$ cat config.mk
export PLATFORM = sky130hd
export DESIGN_NAME = sg_walker
export DESIGN_NICKNAME = d
export VERILOG_FILES = /design/src/rtl/sgw_pkg.sv /design/src/rtl/sgw_len_decode.sv /design/src/rtl/sgw_beat_plan.sv /design/src/rtl/sg_walker.sv
export SDC_FILE = /design/constraint.sdc
export NUM_CORES = 1
export LEC_CHECK = 0
export BUFFER_PORTS_ARGS = -buffer_cell sky130_fd_sc_hd__buf_2
export CORE_UTILIZATION = 41
export CTS_CLUSTER_DIAMETER = 30
export DETAILED_ROUTE_END_ITERATION = 8
export GPL_TIMING_DRIVEN = 0
export PLACE_DENSITY = 0.63
export SLEW_MARGIN = 5
export SYNTH_ARGS = -nofsm -noshare
export SYNTH_HDL_FRONTEND = slang
export SYNTH_HIERARCHICAL = 1
export SYNTH_SLANG_ARGS = --single-unit
$ cat constraint.sdc
create_clock -name clk -period 8.1 [get_ports clk]
set_input_delay 1.215 -clock clk [delete_from_list [all_inputs] [get_ports clk]]
set_output_delay 1.215 -clock clk [all_outputs]
set_load 0.02 [all_outputs]
$ cat src/rtl/sgw_pkg.sv
package sgw_pkg;
  localparam int REGION_W = 17;

  typedef enum logic [2:0] {
    S_IDLE,
    S_CHECK,
    S_DREQ,
    S_DWAIT,
    S_XFER,
    S_RWAIT,
    S_OUT
  } sgw_state_e;
endpackage

$ cat src/rtl/sgw_len_decode.sv
module sgw_len_decode
  import sgw_pkg::*;
(
  input  logic [31:0]         flags_word,
  output logic [REGION_W-1:0] region_len,
  output logic                is_final
);
  logic [15:0] masked;
  logic        unused_bits;

  assign masked      = flags_word[15:0] & 16'hFFFE;
  assign region_len  = (masked == 16'd0) ? REGION_W'(65536) : REGION_W'(masked);
  assign is_final    = flags_word[31];
  assign unused_bits = ^flags_word[30:16];
endmodule

$ cat src/rtl/sgw_beat_plan.sv
module sgw_beat_plan
  import sgw_pkg::*;
#(
  parameter int CNT_W = 20
) (
  input  logic [CNT_W-1:0]    owed,
  input  logic [REGION_W-1:0] region_left,
  output logic [2:0]          beat_bytes,
  output logic [3:0]          beat_be
);
  logic full_beat;

  assign full_beat  = (owed >= CNT_W'(4)) && (region_left >= REGION_W'(4));
  assign beat_bytes = full_beat ? 3'd4 : 3'd2;
  assign beat_be    = full_beat ? 4'hF : 4'h3;
endmodule

$ cat src/rtl/sg_walker.sv
module sg_walker
  import sgw_pkg::*;
#(
  parameter int ADDR_W     = 32,
  parameter int CNT_W      = 20,
  parameter int PAGE_BYTES = 4096
) (
  input  logic              clk,
  input  logic              rst_n,
  input  logic              start,
  input  logic              dir,
  input  logic [ADDR_W-1:0] tbl_base,
  input  logic [CNT_W-1:0]  req_bytes,
  output logic              done,
  output logic              incomplete,
  output logic              mem_req_valid,
  input  logic              mem_req_ready,
  output logic              mem_req_write,
  output logic [ADDR_W-1:0] mem_req_addr,
  output logic [31:0]       mem_req_wdata,
  output logic [3:0]        mem_req_be,
  input  logic              mem_rsp_valid,
  input  logic [31:0]       mem_rsp_data,
  input  logic              buf_in_valid,
  output logic              buf_in_ready,
  input  logic [31:0]       buf_in_data,
  output logic              buf_out_valid,
  input  logic              buf_out_ready,
  output logic [31:0]       buf_out_data,
  output logic [3:0]        buf_out_be
);
  localparam logic [ADDR_W-1:0] PAGE_LIM = ADDR_W'(PAGE_BYTES);
  localparam logic [ADDR_W-1:0] WORD_STEP = ADDR_W'(4);

  sgw_state_e          st;
  logic [ADDR_W-1:0]   base_q, ptr_q, raddr_q;
  logic [CNT_W-1:0]    owed_q;
  logic [REGION_W-1:0] left_q;
  logic                final_q, dir_q, second_word_q;
  logic [REGION_W-1:0] dec_len;
  logic                dec_final;
  logic [2:0]          bsz;
  logic [3:0]          bbe;
  logic                page_hit;
  logic                wr_fire;

  sgw_len_decode u_dec (
    .flags_word (mem_rsp_data),
    .region_len (dec_len),
    .is_final   (dec_final)
  );

  sgw_beat_plan #(.CNT_W(CNT_W)) u_plan (
    .owed        (owed_q),
    .region_left (left_q),
    .beat_bytes  (bsz),
    .beat_be     (bbe)
  );

  assign page_hit      = (ptr_q - base_q) >= PAGE_LIM;
  assign mem_req_valid = (st == S_DREQ) || ((st == S_XFER) && (!dir_q || buf_in_valid));
  assign mem_req_write = (st == S_XFER) && dir_q;
  assign mem_req_addr  = (st == S_DREQ) ? ptr_q : raddr_q;
  assign mem_req_be    = (st == S_XFER) ? bbe : 4'hF;
  assign mem_req_wdata = buf_in_data;
  assign buf_in_ready  = (st == S_XFER) && dir_q && mem_req_ready;
  assign wr_fire       = buf_in_ready && buf_in_valid;

  always_ff @(posedge clk) begin
    if (!rst_n) begin
      st            <= S_IDLE;
      base_q        <= '0;
      ptr_q         <= '0;
      raddr_q       <= '0;
      owed_q        <= '0;
      left_q        <= '0;
      final_q       <= 1'b0;
      dir_q         <= 1'b0;
      second_word_q <= 1'b0;
      done          <= 1'b0;
      incomplete    <= 1'b0;
      buf_out_valid <= 1'b0;
      buf_out_data  <= '0;
      buf_out_be    <= '0;
    end else begin
      done <= 1'b0;
      case (st)
        S_IDLE: if (start) begin
          base_q        <= tbl_base;
          ptr_q         <= tbl_base;
          owed_q        <= {req_bytes[CNT_W-1:1], 1'b0};
          left_q        <= '0;
          final_q       <= 1'b0;
          second_word_q <= 1'b0;
          dir_q         <= dir;
          incomplete    <= 1'b0;
          st            <= S_CHECK;
        end
        S_CHECK: begin
          if (owed_q == '0) begin
            done       <= 1'b1;
            incomplete <= 1'b0;
            st         <= S_IDLE;
          end else if (left_q != '0) begin
            st <= S_XFER;
          end else if (final_q || page_hit) begin
            done       <= 1'b1;
            incomplete <= 1'b1;
            st         <= S_IDLE;
          end else begin
            st <= S_DREQ;
          end
        end
        S_DREQ: if (mem_req_ready) st <= S_DWAIT;
        S_DWAIT: if (mem_rsp_valid) begin
          ptr_q <= ptr_q + WORD_STEP;
          if (!second_word_q) begin
            raddr_q       <= mem_rsp_data[ADDR_W-1:0];
            second_word_q <= 1'b1;
            st            <= S_DREQ;
          end else begin
            left_q        <= dec_len;
            final_q       <= dec_final;
            second_word_q <= 1'b0;
            st            <= S_CHECK;
          end
        end
        S_XFER: begin
          if (dir_q) begin
            if (wr_fire) begin
              raddr_q <= raddr_q + ADDR_W'(bsz);
              left_q  <= left_q - REGION_W'(bsz);
              owed_q  <= owed_q - CNT_W'(bsz);
              st      <= S_CHECK;
            end
          end else if (mem_req_ready) begin
            st <= S_RWAIT;
          end
        end
        S_RWAIT: if (mem_rsp_valid) begin
          buf_out_data  <= mem_rsp_data;
          buf_out_be    <= bbe;
          buf_out_valid <= 1'b1;
          st            <= S_OUT;
        end
        S_OUT: if (buf_out_ready) begin
          buf_out_valid <= 1'b0;
          raddr_q       <= raddr_q + ADDR_W'(bsz);
          left_q        <= left_q - REGION_W'(bsz);
          owed_q        <= owed_q - CNT_W'(bsz);
          st            <= S_CHECK;
        end
        default: st <= S_IDLE;
      endcase
    end
  end

  AST_REQ_HOLD: assert property (@(posedge clk) disable iff (!rst_n)
    (mem_req_valid && !mem_req_write && !mem_req_ready) |=> (mem_req_valid && $stable(mem_req_addr)));
  AST_OUT_HOLD: assert property (@(posedge clk) disable iff (!rst_n)
    (buf_out_valid && !buf_out_ready) |=> (buf_out_valid && $stable(buf_out_data) && $stable(buf_out_be)));
  AST_DONE_PULSE: assert property (@(posedge clk) disable iff (!rst_n)
    done |=> !done);
  AST_FETCH_WINDOW: assert property (@(posedge clk) disable iff (!rst_n)
    (st == S_DREQ) |-> ((ptr_q - base_q) < (PAGE_LIM + WORD_STEP)));
  AST_NO_FETCH_WITH_LEFT: assert property (@(posedge clk) disable iff (!rst_n)
    (st == S_DREQ) |-> (left_q == '0));
  AST_BE_SHAPE: assert property (@(posedge clk) disable iff (!rst_n)
    mem_req_valid |-> ((mem_req_be == 4'hF) || (mem_req_be == 4'h3)));
  AST_LEFT_EVEN: assert property (@(posedge clk) disable iff (!rst_n)
    (left_q[0] == 1'b0) && (owed_q[0] == 1'b0));
  AST_RSP_EXPECTED: assert property (@(posedge clk) disable iff (!rst_n)
    mem_rsp_valid |-> ((st == S_DWAIT) || (st == S_RWAIT)));
endmodule

==> metrics.txt <==
# TYPE chip_impl_metric gauge
chip_impl_metric{name="grt.met2_usage",unit=""} 0.4916
chip_impl_metric{name="post_cts.repair.setup_buffers",unit=""} 0
chip_impl_metric{name="n_antenna_cell",unit=""} 0
chip_impl_metric{name="buffer_ports.inserted",unit=""} 196
chip_impl_info{name="hold_path.class",value="flop to flop"} 1
chip_impl_metric{name="count_of_flip_flops_with_a_built_in_enable_after_synthesis",unit=""} 0
chip_impl_metric{name="final_net_count",unit=""} 2027
chip_impl_metric{name="synth_seq_cells",unit=""} 178
chip_impl_metric{name="yosys_warnings",unit=""} 6
chip_impl_info{name="cts_root_buffer",value="clkbuf_16"} 1
chip_impl_info{name="r2r-start",value="owed_q[6]$_SDFFE_PN0P_"} 1
chip_impl_metric{name="critical_path.max_stage_delay",unit="ps"} 570
chip_impl_metric{name="cap_violations",unit=""} 0
chip_impl_metric{name="cp.required",unit="ps"} 8440
chip_impl_metric{name="clk_pin_slew_worst_paths",unit="ps"} 80
chip_impl_metric{name="final_layout_size_suffix_gt1_frac",unit=""} 0.1823
chip_impl_info{name="crit_path_start_kind",value="flop"} 1
chip_impl_metric{name="stdcell_area",unit="um2"} 14030
chip_impl_metric{name="sink_count_of_the_clock_tree",unit=""} 178
chip_impl_metric{name="syn_area_per_cell",unit="um2"} 7.289
chip_impl_info{name="criticalPathCategory",value="flop to flop"} 1
chip_impl_metric{name="grt-ovfl-total",unit=""} 0
chip_impl_metric{name="critPathBufInv",unit=""} 2
chip_impl_metric{name="cts-htree-levels",unit=""} 4
chip_impl_metric{name="finalCritPeriodShare",unit=""} 0.5682
chip_impl_info{name="worstReg2RegEnd",value="raddr_q[26]$_SDFFE_PN0P_"} 1
chip_impl_metric{name="finalWorstSetupSlack",unit="ps"} 3498
chip_impl_metric{name="ff2ff_setup_slack",unit="ps"} 3500
chip_impl_info{name="clock_tree_from_tritoncts",value="done"} 1
chip_impl_metric{name="wl_per_cell",unit="um"} 20.02
chip_impl_metric{name="track_usage",unit=""} 0.2956
chip_impl_metric{name="final_cells",unit=""} 2255
chip_impl_metric{name="placed_cell_area",unit="um2"} 13430
chip_impl_metric{name="antenna_found_initial",unit=""} 1
chip_impl_metric{name="syn_area",unit="um2"} 11970
chip_impl_metric{name="post-place-cells",unit=""} 2223
chip_impl_info{name="rsz0062_at_grt",value="no"} 1
chip_impl_metric{name="report.final.setup_viol",unit=""} 0
chip_impl_metric{name="slew_viol_final",unit=""} 0
chip_impl_metric{name="floorplan.initialDensity",unit=""} 0.4170
chip_impl_metric{name="top_level_ports",unit=""} 234
chip_impl_metric{name="num_vias",unit=""} 12899
chip_impl_metric{name="tritoncts.num_buffers",unit=""} 17
chip_impl_metric{name="path_depth",unit=""} 15
chip_impl_metric{name="timing.final.crit_period",unit="ps"} 4602
chip_impl_metric{name="ratio_of_routed_vias_to_standard_cells",unit=""} 5.720
chip_impl_metric{name="timing_hold_violations_final",unit=""} 0
chip_impl_metric{name="chipHeight",unit="um"} 172.9
chip_impl_metric{name="gpl.final_weighted_congestion",unit=""} 0.9810
chip_impl_metric{name="asyncSetResetFlopFracSynth",unit=""} 0
chip_impl_metric{name="detailedRoute.firstIterationViolations",unit=""} 1149
chip_impl_metric{name="detailedPlacementHpwl",unit="um"} 35060
chip_impl_metric{name="syn-instance-count",unit=""} 1642
chip_impl_metric{name="grtUsageMet3",unit=""} 0.04266
chip_impl_metric{name="post_cts.resized_instances",unit=""} 0
chip_impl_info{name="critical_path.most_common_cell",value="and3_1"} 1
chip_impl_metric{name="finalHoldWorstSlack",unit="ps"} 463.9
chip_impl_metric{name="clk-insertion-delay-late",unit="ps"} 440
chip_impl_metric{name="maxSlewHeadroom",unit=""} 0.1136
chip_impl_metric{name="syn2layout_area_growth",unit="%"} 17.20
chip_impl_metric{name="clock_skew",unit="ps"} 15.76
chip_impl_metric{name="timing_worst_slew_pin_value",unit="ps"} 1317
chip_impl_metric{name="timing.critical_path.fanout_max",unit=""} 8
chip_impl_metric{name="die_width",unit="um"} 172.9
chip_impl_metric{name="detailedRoute.firstPassIterationCount",unit=""} 7
chip_impl_metric{name="clock.fmax",unit="MHz"} 217.3
chip_impl_metric{name="coreArea",unit="um2"} 28700
chip_impl_metric{name="grt_pass1_wl",unit="um"} 69090
chip_impl_metric{name="die_area",unit="um2"} 29880
chip_impl_metric{name="pwr_density_cell",unit="nW/um2"} 307.7
chip_impl_metric{name="cts_max_path_buffers",unit=""} 2
chip_impl_metric{name="std_cell_rows",unit=""} 62
chip_impl_info{name="status",value="finished clean"} 1
chip_impl_info{name="worstSetupEndpoint",value="raddr_q[26]$_SDFFE_PN0P_"} 1
chip_impl_info{name="worstSetupEndpointType",value="flop"} 1
chip_impl_metric{name="netlist-cell-type-count",unit=""} 77
chip_impl_metric{name="ctsHoldBuffers",unit=""} 0
chip_impl_metric{name="pin_count_of_the_biggest_net_entering_global_routing",unit=""} 19
chip_impl_metric{name="pre_cts_slack",unit="ps"} 3603
chip_impl_info{name="cpLargestDelayFamily",value="simple AND/OR/NAND/NOR gates"} 1
chip_impl_info{name="grt_busiest_layer",value="met2"} 1
chip_impl_metric{name="number_of_global_route_vias_before_repair",unit=""} 12185
chip_impl_metric{name="drtAntennaViolNets",unit=""} 0
chip_impl_info{name="timing.critical_path.slowest_stage_cell",value="o31ai_1"} 1
chip_impl_metric{name="synth_seq_area_share",unit=""} 0.2978
chip_impl_info{name="startpoint",value="owed_q[6]$_SDFFE_PN0P_"} 1
chip_impl_metric{name="r2r.worst_path.cells",unit=""} 15
chip_impl_metric{name="cp_data_arrival_time",unit="ps"} 4940
chip_impl_metric{name="grt_util_met1",unit=""} 0.3741
chip_impl_metric{name="remaining_drc_errors",unit=""} 0
chip_impl_info{name="dominantRegCellSynth",value="dfxtp_1"} 1
chip_impl_metric{name="leakage_power_of_the_design",unit="nW"} 5.848
chip_impl_metric{name="drt-total-wl",unit="um"} 45150
chip_impl_metric{name="max-vdd-ir-drop",unit="mV"} 0.1475
chip_impl_info{name="crit_chain",value="or4_4 > o31ai_1 > inv_1 > fa_1 > nor2b_1 > o21ai_1 > nor2_1 > and3_1 > and3_1 > and3_1 > clkbuf_1 > o21ai_0 > nand2_1 > o21ai_0 > and2_1"} 1
chip_impl_metric{name="setup_tns",unit="ps"} 0
[cell type report]
| class | instances | area, um2 |
|---|---|---|
| Tap cell | 384 | 480.5 |
| Inverter | 58 | 217.7 |
| Fill cell | 2994 | 14680 |
| Buffer | 154 | 732.0 |
| Clock buffer | 17 | 425.4 |
| Clock inverter | 15 | 167.7 |
| Multi-Input combinational cell | 1253 | 7458 |
| Timing Repair Buffer | 196 | 980.9 |
| Sequential cell | 178 | 3563 |
[worst min-delay path, cell delays in order, from the launching register on]
cell and delay, ps:
dfxtp_1 310, nand2_1 50, a21boi_0 60
[kinds of logic after synthesis]
| family | share of synthesized area |
|---|---|
| and+or+nand+nor | 0.2543 |
| AOI/OAI and AO/OA | 0.2762 |
| buffers and inverters | 0.07935 |
| DFF | 0.2978 |
| adders and majority gates | 0.04956 |
| muxes | 0.02729 |
| xor gates and xnor gates | 0.01464 |
| other | 0.0009409 |
[how the worst min path moves through the flow]
| stage | startpoint | cells after the start | to |
|---|---|---|---|
| 6_report | buf_out_data[19]$_SDFFE_PN0P_ | 2 | buf_out_data[19]$_SDFFE_PN0P_ |
| 5_1_grt | base_q[3]$_SDFFE_PN0P_ | 2 | base_q[3]$_SDFFE_PN0P_ |
| 4_1_cts | buf_out_data[19]$_SDFFE_PN0P_ | 2 | buf_out_data[19]$_SDFFE_PN0P_ |
| 3_5_place_dp | buf_out_data[19]$_SDFFE_PN0P_ | 2 | buf_out_data[19]$_SDFFE_PN0P_ |
| 3_3_place_gp | base_q[13]$_SDFFE_PN0P_ | 2 | base_q[13]$_SDFFE_PN0P_ |
| 2_1_floorplan | base_q[3]$_SDFFE_PN0P_ | 2 | base_q[3]$_SDFFE_PN0P_ |
[sequential cells by signal, summed over array words and instances, names as in the netlist]
register	flops
ptr_q	32
second_word_q	1
done	1
left_q	17
buf_out_be	4
final_q	1
st	3
dir_q	1
buf_out_data	32
incomplete	1
raddr_q	32
buf_out_valid	1
base_q	32
owed_q	20
[cells in the mapped netlist, types with 20 or more instances]
cell type / number / area share
nor4_1: 22 / 0.012
buf_4: 40 / 0.025
nor2b_1: 28 / 0.015
o21ai_0: 140 / 0.059
a21oi_1: 126 / 0.053
and3_1: 23 / 0.012
a21boi_0: 74 / 0.046
nor3_1: 37 / 0.015
clkbuf_1: 104 / 0.033
o221a_2: 20 / 0.019
nor2_1: 139 / 0.044
nand3_1: 30 / 0.013
mux2_2: 29 / 0.027
and2_1: 46 / 0.024
a22oi_1: 27 / 0.017
inv_1: 58 / 0.018
nand2_1: 252 / 0.079
ha_1: 41 / 0.043
dfxtp_1: 178 / 0.30
[cells in the final DEF (no fill, tap or decap), drive strengths merged, types with 9 or more instances in the layout]
cell type and n:
nand4 11, and3 25, or3 12, o21ai 146, a31oi 16, mux2 29
nor2 139, nand3 31, o221a 20, nor3 38, o22ai 9, and2 49
a21o 17, nand2 252, clkbuf 122, a41oi 10, nor4 23, dfxtp 178
xnor2 14, a21boi 74, a21oi 127, nor2b 28, ha 41, buf 245
a22oi 27, o211ai 10, inv 65
[report_power, final]
part           internal, mW  switching (mW)  total [mW]  leakage [nW]
Clock                 0.440           0.418       0.858         0.285
Sequential             1.01           0.171        1.18          1.45
Combinational         0.847            1.43        2.28          4.11
Total                  2.30            2.02        4.32          5.85
[per-layer routing]
| metal | share of wire | vias up |
|---|---|---|
| li1 | - | 6199 |
| met1 | 0.42 | 5975 |
| met2 | 0.47 | 603 |
| met3 | 0.067 | 120 |
| met4 | 0.041 | 2 |
| met5 | 0.00029 | - |
[metrics by stage]
| stage | power, mW | util |
|---|---|---|
| final | 4.316 | 0.4887 |
| after global routing | 4.602 | 0.4887 |
| after CTS | 4.286 | 0.4887 |
| after detailed placement | 3.419 | 0.4680 |
| after global placement | 3.398 | 0.4680 |
| after floorplan | 2.775 | - |
Note: power is estimated with default switching activity, not from simulation.
